===== src/rtl/rp_pkg.sv =====
package rp_pkg;
  localparam int DW   = 8;
  localparam int AW   = 16;
  localparam int NREG = 8;
  localparam int NFL  = 5;
  localparam int RIW  = $clog2(NREG);

  localparam int REG_ACC = 7;
  localparam int REG_PH  = 4;
  localparam int REG_PL  = 5;

  localparam int FL_CY = 0;
  localparam int FL_P  = 1;
  localparam int FL_AC = 2;
  localparam int FL_Z  = 3;
  localparam int FL_S  = 4;

  typedef enum logic [3:0] {
    ST_FETCH, ST_DECODE, ST_EXEC, ST_IMM1, ST_IMM2,
    ST_RD, ST_RD2, ST_WR2, ST_HALT
  } state_e;

  typedef enum logic [1:0] {ALU_ADD, ALU_SUB, ALU_INC, ALU_DEC} alu_op_e;

  typedef struct packed {
    logic ldi, inx, dcx, ldx, stx;
    logic lda, sta, lhl, shl;
    logic mrd, mwr, alu, bad;
    logic [1:0] pair;
    logic [RIW-1:0] ridx;
    alu_op_e aop;
  } dec_t;
endpackage


===== src/rtl/rp_decode.sv =====
module rp_decode
  import rp_pkg::*;
(
  input  logic [DW-1:0] ir_i,
  output dec_t          dec_o
);
  logic [3:0] hi, lo;
  logic       any;

  always_comb begin
    hi = ir_i[7:4];
    lo = ir_i[3:0];
    dec_o      = '0;
    dec_o.pair = ir_i[1:0];
    dec_o.ridx = ir_i[RIW-1:0];
    dec_o.aop  = alu_op_e'(ir_i[1:0]);
    dec_o.ldi  = (hi == 4'h1) && (lo < 4'd3);
    dec_o.inx  = (hi == 4'h2) && (lo < 4'd3);
    dec_o.dcx  = (hi == 4'h3) && (lo < 4'd3);
    dec_o.ldx  = (hi == 4'h4) && (lo < 4'd2);
    dec_o.stx  = (hi == 4'h5) && (lo < 4'd2);
    dec_o.lda  = (ir_i == 8'h60);
    dec_o.sta  = (ir_i == 8'h61);
    dec_o.lhl  = (ir_i == 8'h62);
    dec_o.shl  = (ir_i == 8'h63);
    // register code 6 is not a register
    dec_o.mrd  = (hi == 4'h8) && (lo < 4'd8) && (lo != 4'd6);
    dec_o.mwr  = (hi == 4'h9) && (lo < 4'd8) && (lo != 4'd6);
    dec_o.alu  = (hi == 4'hA) && (lo < 4'd4);
    any = dec_o.ldi | dec_o.inx | dec_o.dcx | dec_o.ldx | dec_o.stx |
          dec_o.lda | dec_o.sta | dec_o.lhl | dec_o.shl |
          dec_o.mrd | dec_o.mwr | dec_o.alu;
    dec_o.bad  = !any;
  end
endmodule


===== src/rtl/rp_alu.sv =====
module rp_alu
  import rp_pkg::*;
(
  input  alu_op_e        op_i,
  input  logic [DW-1:0]  acc_i,
  input  logic [DW-1:0]  mem_i,
  input  logic           cy_i,
  output logic [DW-1:0]  res_o,
  output logic [NFL-1:0] flags_o
);
  logic [DW:0] wide;
  logic [4:0]  nib;
  logic        ac, cy;

  always_comb begin
    wide = '0;
    nib  = '0;
    ac   = 1'b0;
    cy   = cy_i;
    unique case (op_i)
      ALU_ADD: begin
        wide = {1'b0, acc_i} + {1'b0, mem_i};
        nib  = {1'b0, acc_i[3:0]} + {1'b0, mem_i[3:0]};
        ac   = nib[4];
        cy   = wide[DW];
      end
      ALU_SUB: begin
        wide = {1'b0, acc_i} - {1'b0, mem_i};
        nib  = {1'b0, acc_i[3:0]} - {1'b0, mem_i[3:0]};
        ac   = nib[4];
        cy   = wide[DW];
      end
      ALU_INC: begin
        wide = {1'b0, mem_i} + 9'd1;
        ac   = (mem_i[3:0] == 4'hF);
      end
      default: begin
        wide = {1'b0, mem_i} - 9'd1;
        ac   = (mem_i[3:0] == 4'h0);
      end
    endcase
    res_o          = wide[DW-1:0];
    flags_o[FL_S]  = res_o[DW-1];
    flags_o[FL_Z]  = (res_o == '0);
    flags_o[FL_AC] = ac;
    flags_o[FL_P]  = ~^res_o;
    flags_o[FL_CY] = cy;
  end
endmodule


===== src/rtl/rp_regfile.sv =====
module rp_regfile
  import rp_pkg::*;
(
  input  logic                     clk_i,
  input  logic                     rst_ni,
  input  logic                     wr_en_i,
  input  logic [RIW-1:0]           wr_idx_i,
  input  logic [DW-1:0]            wr_data_i,
  input  logic                     pw_en_i,
  input  logic [1:0]               pw_sel_i,
  input  logic [2*DW-1:0]          pw_data_i,
  input  logic                     fl_en_i,
  input  logic [NFL-1:0]           fl_data_i,
  output logic [NREG-1:0][DW-1:0]  regs_o,
  output logic [NFL-1:0]           flags_o
);
  logic [NREG-1:0][DW-1:0] regs_q;
  logic [NFL-1:0]          flags_q;

  always_ff @(posedge clk_i or negedge rst_ni) begin
    if (!rst_ni) begin
      regs_q  <= '0;
      flags_q <= '0;
    end else begin
      for (int i = 0; i < NREG; i++) begin
        if (wr_en_i && (wr_idx_i == RIW'(i)))
          regs_q[i] <= wr_data_i;
        else if (pw_en_i && (pw_sel_i == 2'(i >> 1)))
          regs_q[i] <= (i % 2 == 0) ? pw_data_i[2*DW-1:DW] : pw_data_i[DW-1:0];
      end
      if (fl_en_i) flags_q <= fl_data_i;
    end
  end

  assign regs_o  = regs_q;
  assign flags_o = flags_q;

  AST_ONE_WRITER: assert property (@(posedge clk_i) disable iff (!rst_ni)
    !(wr_en_i && pw_en_i));
endmodule


===== src/rtl/rp_exec.sv =====
module rp_exec
  import rp_pkg::*;
(
  input  logic              clk_i,
  input  logic              rst_ni,
  output logic [AW-1:0]     mem_addr_o,
  output logic              mem_rd_o,
  output logic              mem_wr_o,
  output logic [DW-1:0]     mem_wdata_o,
  input  logic [DW-1:0]     mem_rdata_i,
  output logic              halt_o,
  output logic [DW-1:0]     acc_o,
  output logic [2*DW-1:0]   pair0_o,
  output logic [2*DW-1:0]   pair1_o,
  output logic [2*DW-1:0]   pair2_o,
  output logic [NFL-1:0]    flags_o
);
  state_e                  state_q, state_d;
  logic [AW-1:0]           pc_q, ea_q, addr16, ptr, pval;
  logic [DW-1:0]           ir_q, tmp_q, alu_res;
  logic                    pc_inc, ir_ld, tmp_ld, ea_ld;
  dec_t                    dec;
  logic [NREG-1:0][DW-1:0] regs;
  logic [NFL-1:0]          flags, alu_fl;
  logic                    wr_en, pw_en, fl_en;
  logic [RIW-1:0]          wr_idx;
  logic [DW-1:0]           wr_data;
  logic [2*DW-1:0]         pw_data;

  rp_decode u_dec (.ir_i(ir_q), .dec_o(dec));

  rp_alu u_alu (
    .op_i(dec.aop), .acc_i(regs[REG_ACC]), .mem_i(mem_rdata_i),
    .cy_i(flags[FL_CY]), .res_o(alu_res), .flags_o(alu_fl)
  );

  rp_regfile u_rf (
    .clk_i, .rst_ni,
    .wr_en_i(wr_en), .wr_idx_i(wr_idx), .wr_data_i(wr_data),
    .pw_en_i(pw_en), .pw_sel_i(dec.pair), .pw_data_i(pw_data),
    .fl_en_i(fl_en), .fl_data_i(alu_fl),
    .regs_o(regs), .flags_o(flags)
  );

  assign addr16 = {mem_rdata_i, tmp_q};  // little-endian operand
  assign ptr    = {regs[REG_PH], regs[REG_PL]};

  always_comb begin
    unique case (dec.pair)
      2'd0:    pval = {regs[0], regs[1]};
      2'd1:    pval = {regs[2], regs[3]};
      default: pval = {regs[4], regs[5]};
    endcase
  end

  always_comb begin
    state_d     = state_q;
    mem_addr_o  = pc_q;
    mem_rd_o    = 1'b0;
    mem_wr_o    = 1'b0;
    mem_wdata_o = '0;
    pc_inc = 1'b0; ir_ld = 1'b0; tmp_ld = 1'b0; ea_ld = 1'b0;
    wr_en  = 1'b0; wr_idx = '0; wr_data = '0;
    pw_en  = 1'b0; pw_data = '0; fl_en = 1'b0;
    unique case (state_q)
      ST_FETCH: begin
        mem_rd_o = 1'b1; pc_inc = 1'b1; state_d = ST_DECODE;
      end
      ST_DECODE: begin
        ir_ld = 1'b1; state_d = ST_EXEC;
      end
      ST_EXEC: begin
        if (dec.bad) state_d = ST_HALT;
        else if (dec.ldi | dec.lda | dec.sta | dec.lhl | dec.shl) begin
          mem_rd_o = 1'b1; pc_inc = 1'b1; state_d = ST_IMM1;
        end else if (dec.inx | dec.dcx) begin
          pw_en   = 1'b1;
          pw_data = dec.inx ? pval + 16'd1 : pval - 16'd1;
          state_d = ST_FETCH;
        end else if (dec.ldx) begin
          mem_addr_o = pval; mem_rd_o = 1'b1; state_d = ST_RD;
        end else if (dec.stx) begin
          mem_addr_o = pval; mem_wr_o = 1'b1;
          mem_wdata_o = regs[REG_ACC]; state_d = ST_FETCH;
        end else if (dec.mwr) begin
          mem_addr_o = ptr; mem_wr_o = 1'b1;
          mem_wdata_o = regs[dec.ridx]; state_d = ST_FETCH;
        end else begin
          mem_addr_o = ptr; mem_rd_o = 1'b1; state_d = ST_RD;
        end
      end
      ST_IMM1: begin
        tmp_ld = 1'b1; mem_rd_o = 1'b1; pc_inc = 1'b1; state_d = ST_IMM2;
      end
      ST_IMM2: begin
        ea_ld = 1'b1;
        state_d = ST_FETCH;
        if (dec.ldi) begin
          pw_en = 1'b1; pw_data = addr16;
        end else if (dec.sta) begin
          mem_addr_o = addr16; mem_wr_o = 1'b1; mem_wdata_o = regs[REG_ACC];
        end else if (dec.shl) begin
          mem_addr_o = addr16; mem_wr_o = 1'b1; mem_wdata_o = regs[REG_PL];
          state_d = ST_WR2;
        end else begin
          mem_addr_o = addr16; mem_rd_o = 1'b1; state_d = ST_RD;
        end
      end
      ST_RD: begin
        state_d = ST_FETCH;
        if (dec.lhl) begin
          wr_en = 1'b1; wr_idx = RIW'(REG_PL); wr_data = mem_rdata_i;
          mem_addr_o = ea_q; mem_rd_o = 1'b1; state_d = ST_RD2;
        end else if (dec.mrd) begin
          wr_en = 1'b1; wr_idx = dec.ridx; wr_data = mem_rdata_i;
        end else if (dec.alu) begin
          fl_en = 1'b1;
          if (dec.aop == ALU_ADD || dec.aop == ALU_SUB) begin
            wr_en = 1'b1; wr_idx = RIW'(REG_ACC); wr_data = alu_res;
          end else begin
            mem_addr_o = ptr; mem_wr_o = 1'b1; mem_wdata_o = alu_res;
          end
        end else begin
          wr_en = 1'b1; wr_idx = RIW'(REG_ACC); wr_data = mem_rdata_i;
        end
      end
      ST_RD2: begin
        wr_en = 1'b1; wr_idx = RIW'(REG_PH); wr_data = mem_rdata_i;
        state_d = ST_FETCH;
      end
      ST_WR2: begin
        mem_addr_o = ea_q; mem_wr_o = 1'b1; mem_wdata_o = regs[REG_PH];
        state_d = ST_FETCH;
      end
      default: state_d = ST_HALT;
    endcase
  end

  always_ff @(posedge clk_i or negedge rst_ni) begin
    if (!rst_ni) begin
      state_q <= ST_FETCH;
      pc_q    <= '0;
      ir_q    <= '0;
      tmp_q   <= '0;
      ea_q    <= '0;
    end else begin
      state_q <= state_d;
      if (pc_inc) pc_q  <= pc_q + 16'd1;
      if (ir_ld)  ir_q  <= mem_rdata_i;
      if (tmp_ld) tmp_q <= mem_rdata_i;
      if (ea_ld)  ea_q  <= addr16 + 16'd1;  // wraps at FFFFh
    end
  end

  assign halt_o  = (state_q == ST_HALT);
  assign acc_o   = regs[REG_ACC];
  assign pair0_o = {regs[0], regs[1]};
  assign pair1_o = {regs[2], regs[3]};
  assign pair2_o = ptr;
  assign flags_o = flags;

  AST_RW_EXCL: assert property (@(posedge clk_i) disable iff (!rst_ni)
    !(mem_rd_o && mem_wr_o));
  AST_HALT_QUIET: assert property (@(posedge clk_i) disable iff (!rst_ni)
    halt_o |-> !mem_rd_o && !mem_wr_o);
  AST_HALT_HOLD: assert property (@(posedge clk_i) disable iff (!rst_ni)
    halt_o |=> halt_o && $stable(acc_o) && $stable(pair2_o));
  AST_PAIR_NOFLAG: assert property (@(posedge clk_i) disable iff (!rst_ni)
    (state_q == ST_EXEC && (dec.inx || dec.dcx)) |=> $stable(flags_o));
  AST_STX_KEEP: assert property (@(posedge clk_i) disable iff (!rst_ni)
    (state_q == ST_EXEC && dec.stx) |=> $stable(pair0_o) && $stable(pair1_o));
  AST_SHL_KEEP: assert property (@(posedge clk_i) disable iff (!rst_ni)
    (state_q == ST_IMM2 && dec.shl) |=> $stable(pair2_o));
  AST_INCM_CARRY: assert property (@(posedge clk_i) disable iff (!rst_ni)
    (state_q == ST_RD && dec.alu && (dec.aop == ALU_INC || dec.aop == ALU_DEC))
    |=> flags_o[FL_CY] == $past(flags_o[FL_CY]));
endmodule


===== config.mk =====
export PLATFORM = sky130hd
export DESIGN_NAME = rp_exec
export DESIGN_NICKNAME = d
export VERILOG_FILES = /design/src/rtl/rp_pkg.sv /design/src/rtl/rp_decode.sv /design/src/rtl/rp_alu.sv /design/src/rtl/rp_regfile.sv /design/src/rtl/rp_exec.sv
export SDC_FILE = /design/constraint.sdc
export NUM_CORES = 1
export LEC_CHECK = 0
export BUFFER_PORTS_ARGS = -buffer_cell sky130_fd_sc_hd__buf_2
export CAP_MARGIN = 10
export CORE_ASPECT_RATIO = 0.5
export CORE_MARGIN = 3
export CORE_UTILIZATION = 32
export CTS_BUF_LIST = sky130_fd_sc_hd__clkbuf_8 sky130_fd_sc_hd__clkbuf_16
export DETAILED_ROUTE_END_ITERATION = 10
export SKIP_CTS_REPAIR_TIMING = 1
export SYNTH_ARGS = -nofsm -noshare
export SYNTH_HDL_FRONTEND = slang
export SYNTH_SLANG_ARGS = --single-unit

===== constraint.sdc =====
create_clock -name clk_i -period 10.2 [get_ports clk_i]
set_clock_uncertainty 0.15 [all_clocks]
set_input_delay 0 -clock clk_i [delete_from_list [all_inputs] [get_ports clk_i]]
set_output_delay 0 -clock clk_i [all_outputs]
set_load 0.05 [all_outputs]

# --- Yosys cells after proc, flatten, opt, wreduce, memory -nomap -nowiden ---
# Index checks and enable logic that the tools add are counted.
classes:
  add_sub_neg: 10
  n_lt_le_gt_ge: 5
  eq_ne: 32
  mux: 119
  bitwise: 16
  n_reduce_logical: 41
ops:
  columns: ["cell", "n"]
  rows:
  - ["8-bit 2-to-1 mux", 34]
  - ["16-bit 2-to-1 mux", 15]
  - ["16-bit one-hot mux with 2 select lines", 2]
  - ["16-bit one-hot mux with 4 select lines", 1]
  - ["16-bit by 1-bit adder with 16-bit output (second input constant)", 3]
  - ["1-bit 2-to-1 mux", 40]
  - ["3-bit 2-to-1 mux", 12]
  - ["8-bit by 7-bit == test with 1-bit output (second input constant)", 4]
  - ["8-bit one-hot mux with 4 select lines", 1]
  - ["4-bit one-hot mux with 7 select lines", 1]
  - ["8-bit binary-select mux with 3-bit select", 1]
  - ["4-bit by 3-bit == test with 1-bit output (second input constant)", 6]
  - ["8-bit one-hot mux with 3 select lines", 1]
  - ["1-bit logical AND", 22]
  - ["4-bit == test (second input constant)", 5]
  - ["2-bit nonzero test", 9]
  - ["4-bit by 2-bit == test with 1-bit output (second input constant)", 4]
  - ["1-bit OR", 16]
  - ["8-bit one-hot mux with 2 select lines", 1]
  - ["16-bit by 1-bit subtractor with 16-bit output (second input constant)", 1]
  - ["3-bit == test (second input constant)", 4]
  - ["8-bit by 8-bit adder with 9-bit output", 1]
  - ["8-bit by 8-bit subtractor with 9-bit output", 1]
  - ["8-bit by 1-bit adder with 8-bit output (second input constant)", 1]
  - ["27 further kinds", 37]
word_totals:
  ff_bits: 121
  inputBits: 10
  out_inout_bits: 88
  wordCells: 238

# --- Logic depth before layout (Yosys ltp) ---
depth:
  ltp_word: 18
  mapped_depth: 16
  depth_no_buf: 14

# --- Modules after synthesis ---
# From an unflattened synthesis, not the netlist that was laid out.
unflattened:
  hier_cells: 1204
  hier_area_um2: 10073.4
by_module_without_submodules:
  columns: ["module", "instances", "cells_each", "area_per_inst_um2", "seq_area_each_um2"]
  rows:
  - ["rp_exec", 1, 597, 5203.7, 1301.2]
  - ["rp_regfile", 1, 385, 3241.9, 1726.7]
  - ["rp_alu", 1, 183, 1393.8, 0.0]
  - ["rp_decode", 1, 39, 234.0, 0.0]

# --- Worst setup path after synthesis ---
# No wires, ideal clock.
synth_path:
  kind: "register to register"
  startpoint: "register ir_q[1]"
  endpoint: "register u_rf.regs_q (netlist bit u_rf.regs_o[23])"
  setup_ns: 0.149
  arrival_time_ns: 3.767
  t_required_ns: 9.901
  setup_slack_ns: 6.134
  path_stages_with_launch: 14
  n_path_buf: 4
  path_cell_list: "dfrtp_1 > clkbuf_1 > clkbuf_1 > clkbuf_1 > clkbuf_1 > o21ai_0 > ha_1 > nand2_1 > or3_1 > a311oi_1 > o211ai_1 > mux2i_1 > a221oi_1 > o221ai_1"
synth_between:
  elab_chain_cells: 17
  word_cells_on_any_way: 75
  cone_classes: "add/sub (2); order compare (4); eq/ne (8); mux (30); bitwise (16); reduce/logical (15)"
synth_rtl:
  columns: ["item", "line_no", "source"]
  rows:
  - ["from (decl)", "rp_exec.sv:20", "logic [DW-1:0] ir_q, tmp_q, alu_res;"]
  - ["from (signal assigned)", "rp_exec.sv:149", "if (ir_ld) ir_q <= mem_rdata_i;"]
  - ["4-bit by 2-bit less-than comparator with 1-bit output", "rp_decode.sv:17, rp_decode.sv:18, rp_decode.sv:19", null]
  - ["1-bit logical AND, on equally long branches", "rp_decode.sv:17, rp_decode.sv:18", null]
  - ["1-bit OR (5 in a row)", "rp_decode.sv:30", "any = dec_o.ldi | dec_o.inx | dec_o.dcx | dec_o.ldx | dec_o.stx |"]
  - ["1-bit OR (4 in a row)", "rp_decode.sv:31", "dec_o.lda | dec_o.sta | dec_o.lhl | dec_o.shl |"]
  - ["1-bit OR (2 in a row)", "rp_decode.sv:32", "dec_o.mrd | dec_o.mwr | dec_o.alu;"]
  - ["16-bit 2-to-1 mux or 1-bit 2-to-1 mux (tied branches)", "rp_exec.sv:73", "if (dec.bad) state_d = ST_HALT;"]
  - ["16-bit one-hot mux with 2 select lines or 1-bit one-hot mux with 2 select lines (tied branches)", "rp_exec.sv:65", "unique case (state_q)"]
  - ["8-bit 2-to-1 mux or 1-bit logical AND (tied branches)", "rp_regfile.sv:28", "else if (pw_en_i && (pw_sel_i == 2'(i >> 1)))"]
  - ["8-bit 2-to-1 mux or 2-bit nonzero test (tied branches)", null, null]
  - ["to (signal, indexed assignment)", "rp_regfile.sv:27", "regs_q[i] <= wr_data_i;"]
  - ["to (signal, indexed assignment)", "rp_regfile.sv:29", "regs_q[i] <= (i % 2 == 0) ? pw_data_i[2*DW-1:DW] : pw_data_i[DW-1:0];"]
  - ["to (decl)", "rp_regfile.sv:17", "logic [NREG-1:0][DW-1:0] regs_q;"]
# Several ways; a longest one is shown, not always the timed one. The select of a mux whose other input is x is not followed.
# A chain may end at the register's enable or synchronous reset.

# --- Final worst setup path ---
layout_path:
  startpoint: "register ir_q[2]"
  endpoint: "register u_rf.regs_q (netlist bit u_rf.regs_o[39])"
# The elaborated chain is that of the path after synthesis.

==> run summary <==
WP data arrival: 4.93 ns
Clock power frac: 0.318
Chip height: 133 microns
Clock transition at path regs: 0.06 ns
Placed cell area: 10800 sq um
Avg WL per Cell: 23.9 microns
Worst VDD drop: 0.000124 V
CP Data Required Time: 10.33 ns
Worst-path fanout max: 24
Worst-Margin Slew: 1.19 ns
Iteration-0 DRC Markers: 1389
Port Buffer Count: 97
Critical path startpoint category: flip-flop
Worst setup EP type: flip-flop
WHS Endpoint: ir_q[6]
Final setup vio count: 0
F_max: 0.209 GHz
Seq pwr share: 0.278
Hold Path Class: input pin to flip-flop
WL final: 41.1 mm
Clk_lat worst skew: 0.43 ns
FF-to-FF End: u_rf.regs_o[39]
Starting Density: 0.333
Leak pwr: 4.83 nW
Max clock buf depth: 2
CTS tree: done
Total grt overflow: 0
# H-tree levels: 4
Syn nets: 1344
Cts bufs inserted: 17
Vias in the first global route: 9444
R2R depth: 10
Via count: 10228
Crit path kind: flip-flop to flip-flop
Setup WS pre-CTS: 5.54 ns
Crit path time final: 4.79 ns
Fin nets: 1341
Pwr Density: 177 nW/um^2
Hold path cells: 2
Status: finished clean
Setup TNS: 0 ns
Util after Layout: 0.368
Yosys reg bits: 113
Final Worst Setup Slack: 5.41 ns
FF-to-FF Start: ir_q[2]
Tcrit/Tclk final: 0.470
Share of post-route cells with drive strength above 1: 0.143
Top_reg_cell synth: dfrtp_1
Syn Inst Count: 1283
Layout fillers: 3196
Rows: 45
Number of synthesized flops with an enable pin: 0
Core area: 31100 sq um
Hpwl dp: 30.2 mm
Via density: 5.95
Synth Cell Area: 10400 sq um
Async set-reset flop share out of synthesis: 1.00
GRT Overall Usage: 0.233
Final GP Congestion: 0.934
Area growth, synth to finish: 10.3%
Final hold violations: 0
Gate power share: 0.404
Max Cap Viol: 0
Library cells used by synthesis: 76
Routed Antenna Nets: 0
Antenna violations before repair: 1
TritonRoute pass-1 iters: 7
Global-route wire length before repair: 61.2 mm
CTS sink cnt: 113
Die area: 34800 sq um
Switch share: 0.413
RSZ-0062 raised after global routing: no
IO Pins: 98
Largest net degree at the start of global routing: 64
Avg Cell Area, Syn: 8.09 sq um
Hold_sp: mem_rdata_i[6]
Slew HR: 0.198
Internal power: 1.19 mW
Root Buffer: clkbuf_16
Number of synthesis warnings: 0
Finished Cell Area: 11500 sq um
Residual DRC: 0
Sequential fraction of the synthesis area: 0.272
Chip width: 261 microns
Reg2Reg Setup Slack: 5.41 ns
Switching power: 0.838 mW
Final Max Tran Viols: 0
-- per-stage QoR --
| step | power (mW) | hold slack [ns] | std cells |
|---|---|---|---|
| 5_1_grt | 2.13 | 0.0151 | 1716 |
| 6_report | 2.03 | 0.0226 | 1718 |
| 3_3_place_gp | 1.37 | -0.0240 | 1678 |
| 2_1_floorplan | 1.16 | -0.446 | 1283 |
| 4_1_cts | 2.01 | -0.485 | 1710 |
| 3_5_place_dp | 1.36 | -0.0248 | 1678 |
-- area by class of cell --
cell class	instances	area, sq um	area share
well taps	423	529	0.0462
flip-flops and latches	113	2830	0.247
diodes	2	5.00	0.000437
multi-input cells	1004	6710	0.586
clock buffers	19	453	0.0396
clock inverters	13	168	0.0146
inverters	27	101	0.00885
repair buffers	117	653	0.0570
-- cells in the final DEF, fill, tap and decap left out, drive strengths merged, types with 6 or more instances in the layout --
master       count
o21ai           98
nand4           20
or3              9
mux4             8
nand2          162
and3            12
nor3            16
o21a            15
mux2            20
dfrtp          113
and2             8
o22ai           12
a21o            17
nor2           119
a211oi          22
a211o            8
a21oi           63
a31oi           14
ha              47
nor2b           13
o221ai           9
dlygate4sd3      6
buf            111
mux2i           63
nand3           41
xnor2           47
clkbuf          19
inv             30
a32o             7
o211ai          13
a221o           16
o31ai            7
a221oi           7
nand2b          12
xor2            13
a22oi           23
-- worst max-delay path, cell delays in order, from the launching register on --
cell      delay, ns
dfrtp_1        0.66
or3b_2         0.60
or3_1          0.65
ha_1           0.55
nand2_1        0.09
or3_1          0.36
a311oi_1       0.35
o211ai_1       0.30
mux2i_1        0.19
a221oi_1       0.53
o221ai_1       0.21
-- synthesized netlist by cell type (12+ instances only) --
library cell,count,share of area
nor2_1,119,0.043
o21a_1,15,0.011
and3_1,12,0.0072
a221o_1,16,0.015
mux2_2,20,0.022
a21o_1,17,0.012
a22oi_1,23,0.017
buf_4,57,0.041
a211oi_1,21,0.015
ha_1,47,0.057
a31oi_1,14,0.0084
nor3_1,15,0.0072
nand2_1,162,0.059
dfrtp_1,113,0.27
o21ai_0,97,0.047
nand3_1,41,0.020
nand4_1,20,0.012
o211ai_1,13,0.0094
nand2b_1,12,0.0072
a21oi_1,63,0.030
clkbuf_1,64,0.023
xor2_1,13,0.011
nor2b_1,13,0.0078
xnor2_1,47,0.040
mux2i_1,63,0.061
inv_1,26,0.0094
o22ai_1,12,0.0072
-- worst max-delay path by stage --
stage,from,end,slack (ns)
4_1_cts,ir_q[2],u_rf.regs_o[7],5.50
6_report,ir_q[2],u_rf.regs_o[39],5.41
5_1_grt,ir_q[2],u_rf.regs_o[7],5.15
3_3_place_gp,ir_q[2],u_rf.regs_o[7],5.57
3_5_place_dp,ir_q[2],u_rf.regs_o[39],5.54
2_1_floorplan,ir_q[1],u_rf.regs_o[23],6.13
-- flip-flops by register name, summed over array words and instances (netlist names) --
| name | count |
|---|---|
| ea_q | 16 |
| state_q | 4 |
| ir_q | 8 |
| u_rf.flags_o | 5 |
| pc_q | 16 |
| u_rf.regs_o | 56 |
| tmp_q | 8 |
-- kinds of logic after synthesis --
kind of cell    share of synthesized area
simple gates                        0.193
xor+xnor                           0.0506
flops                               0.272
mux                                0.0998
buf+inv                            0.0822
fa+ha+maj                          0.0643
compound gates                      0.238
-- per-layer routing --
| metal | global-route usage | vias to the layer above | part of all wire |
|---|---|---|---|
| li1 | - | 4639 | - |
| met1 | 0.338 | 4902 | 0.45 |
| met3 | 0.0557 | 90 | 0.10 |
| met5 | 0 | - | 0 |
| met2 | 0.328 | 597 | 0.41 |
| met4 | 0.0918 | 0 | 0.037 |
-- power by group through the flow --
stage	Clock (mW)	Combinational, mW	Sequential (mW)
final	0.645	0.820	0.564
after detailed placement	0	0.796	0.569
after global routing	0.671	0.887	0.571
after CTS	0.646	0.802	0.561
after global placement	0	0.797	0.568
after floorplan	0	0.660	0.500
No activity file was read; power rests on OpenSTA's default activity.
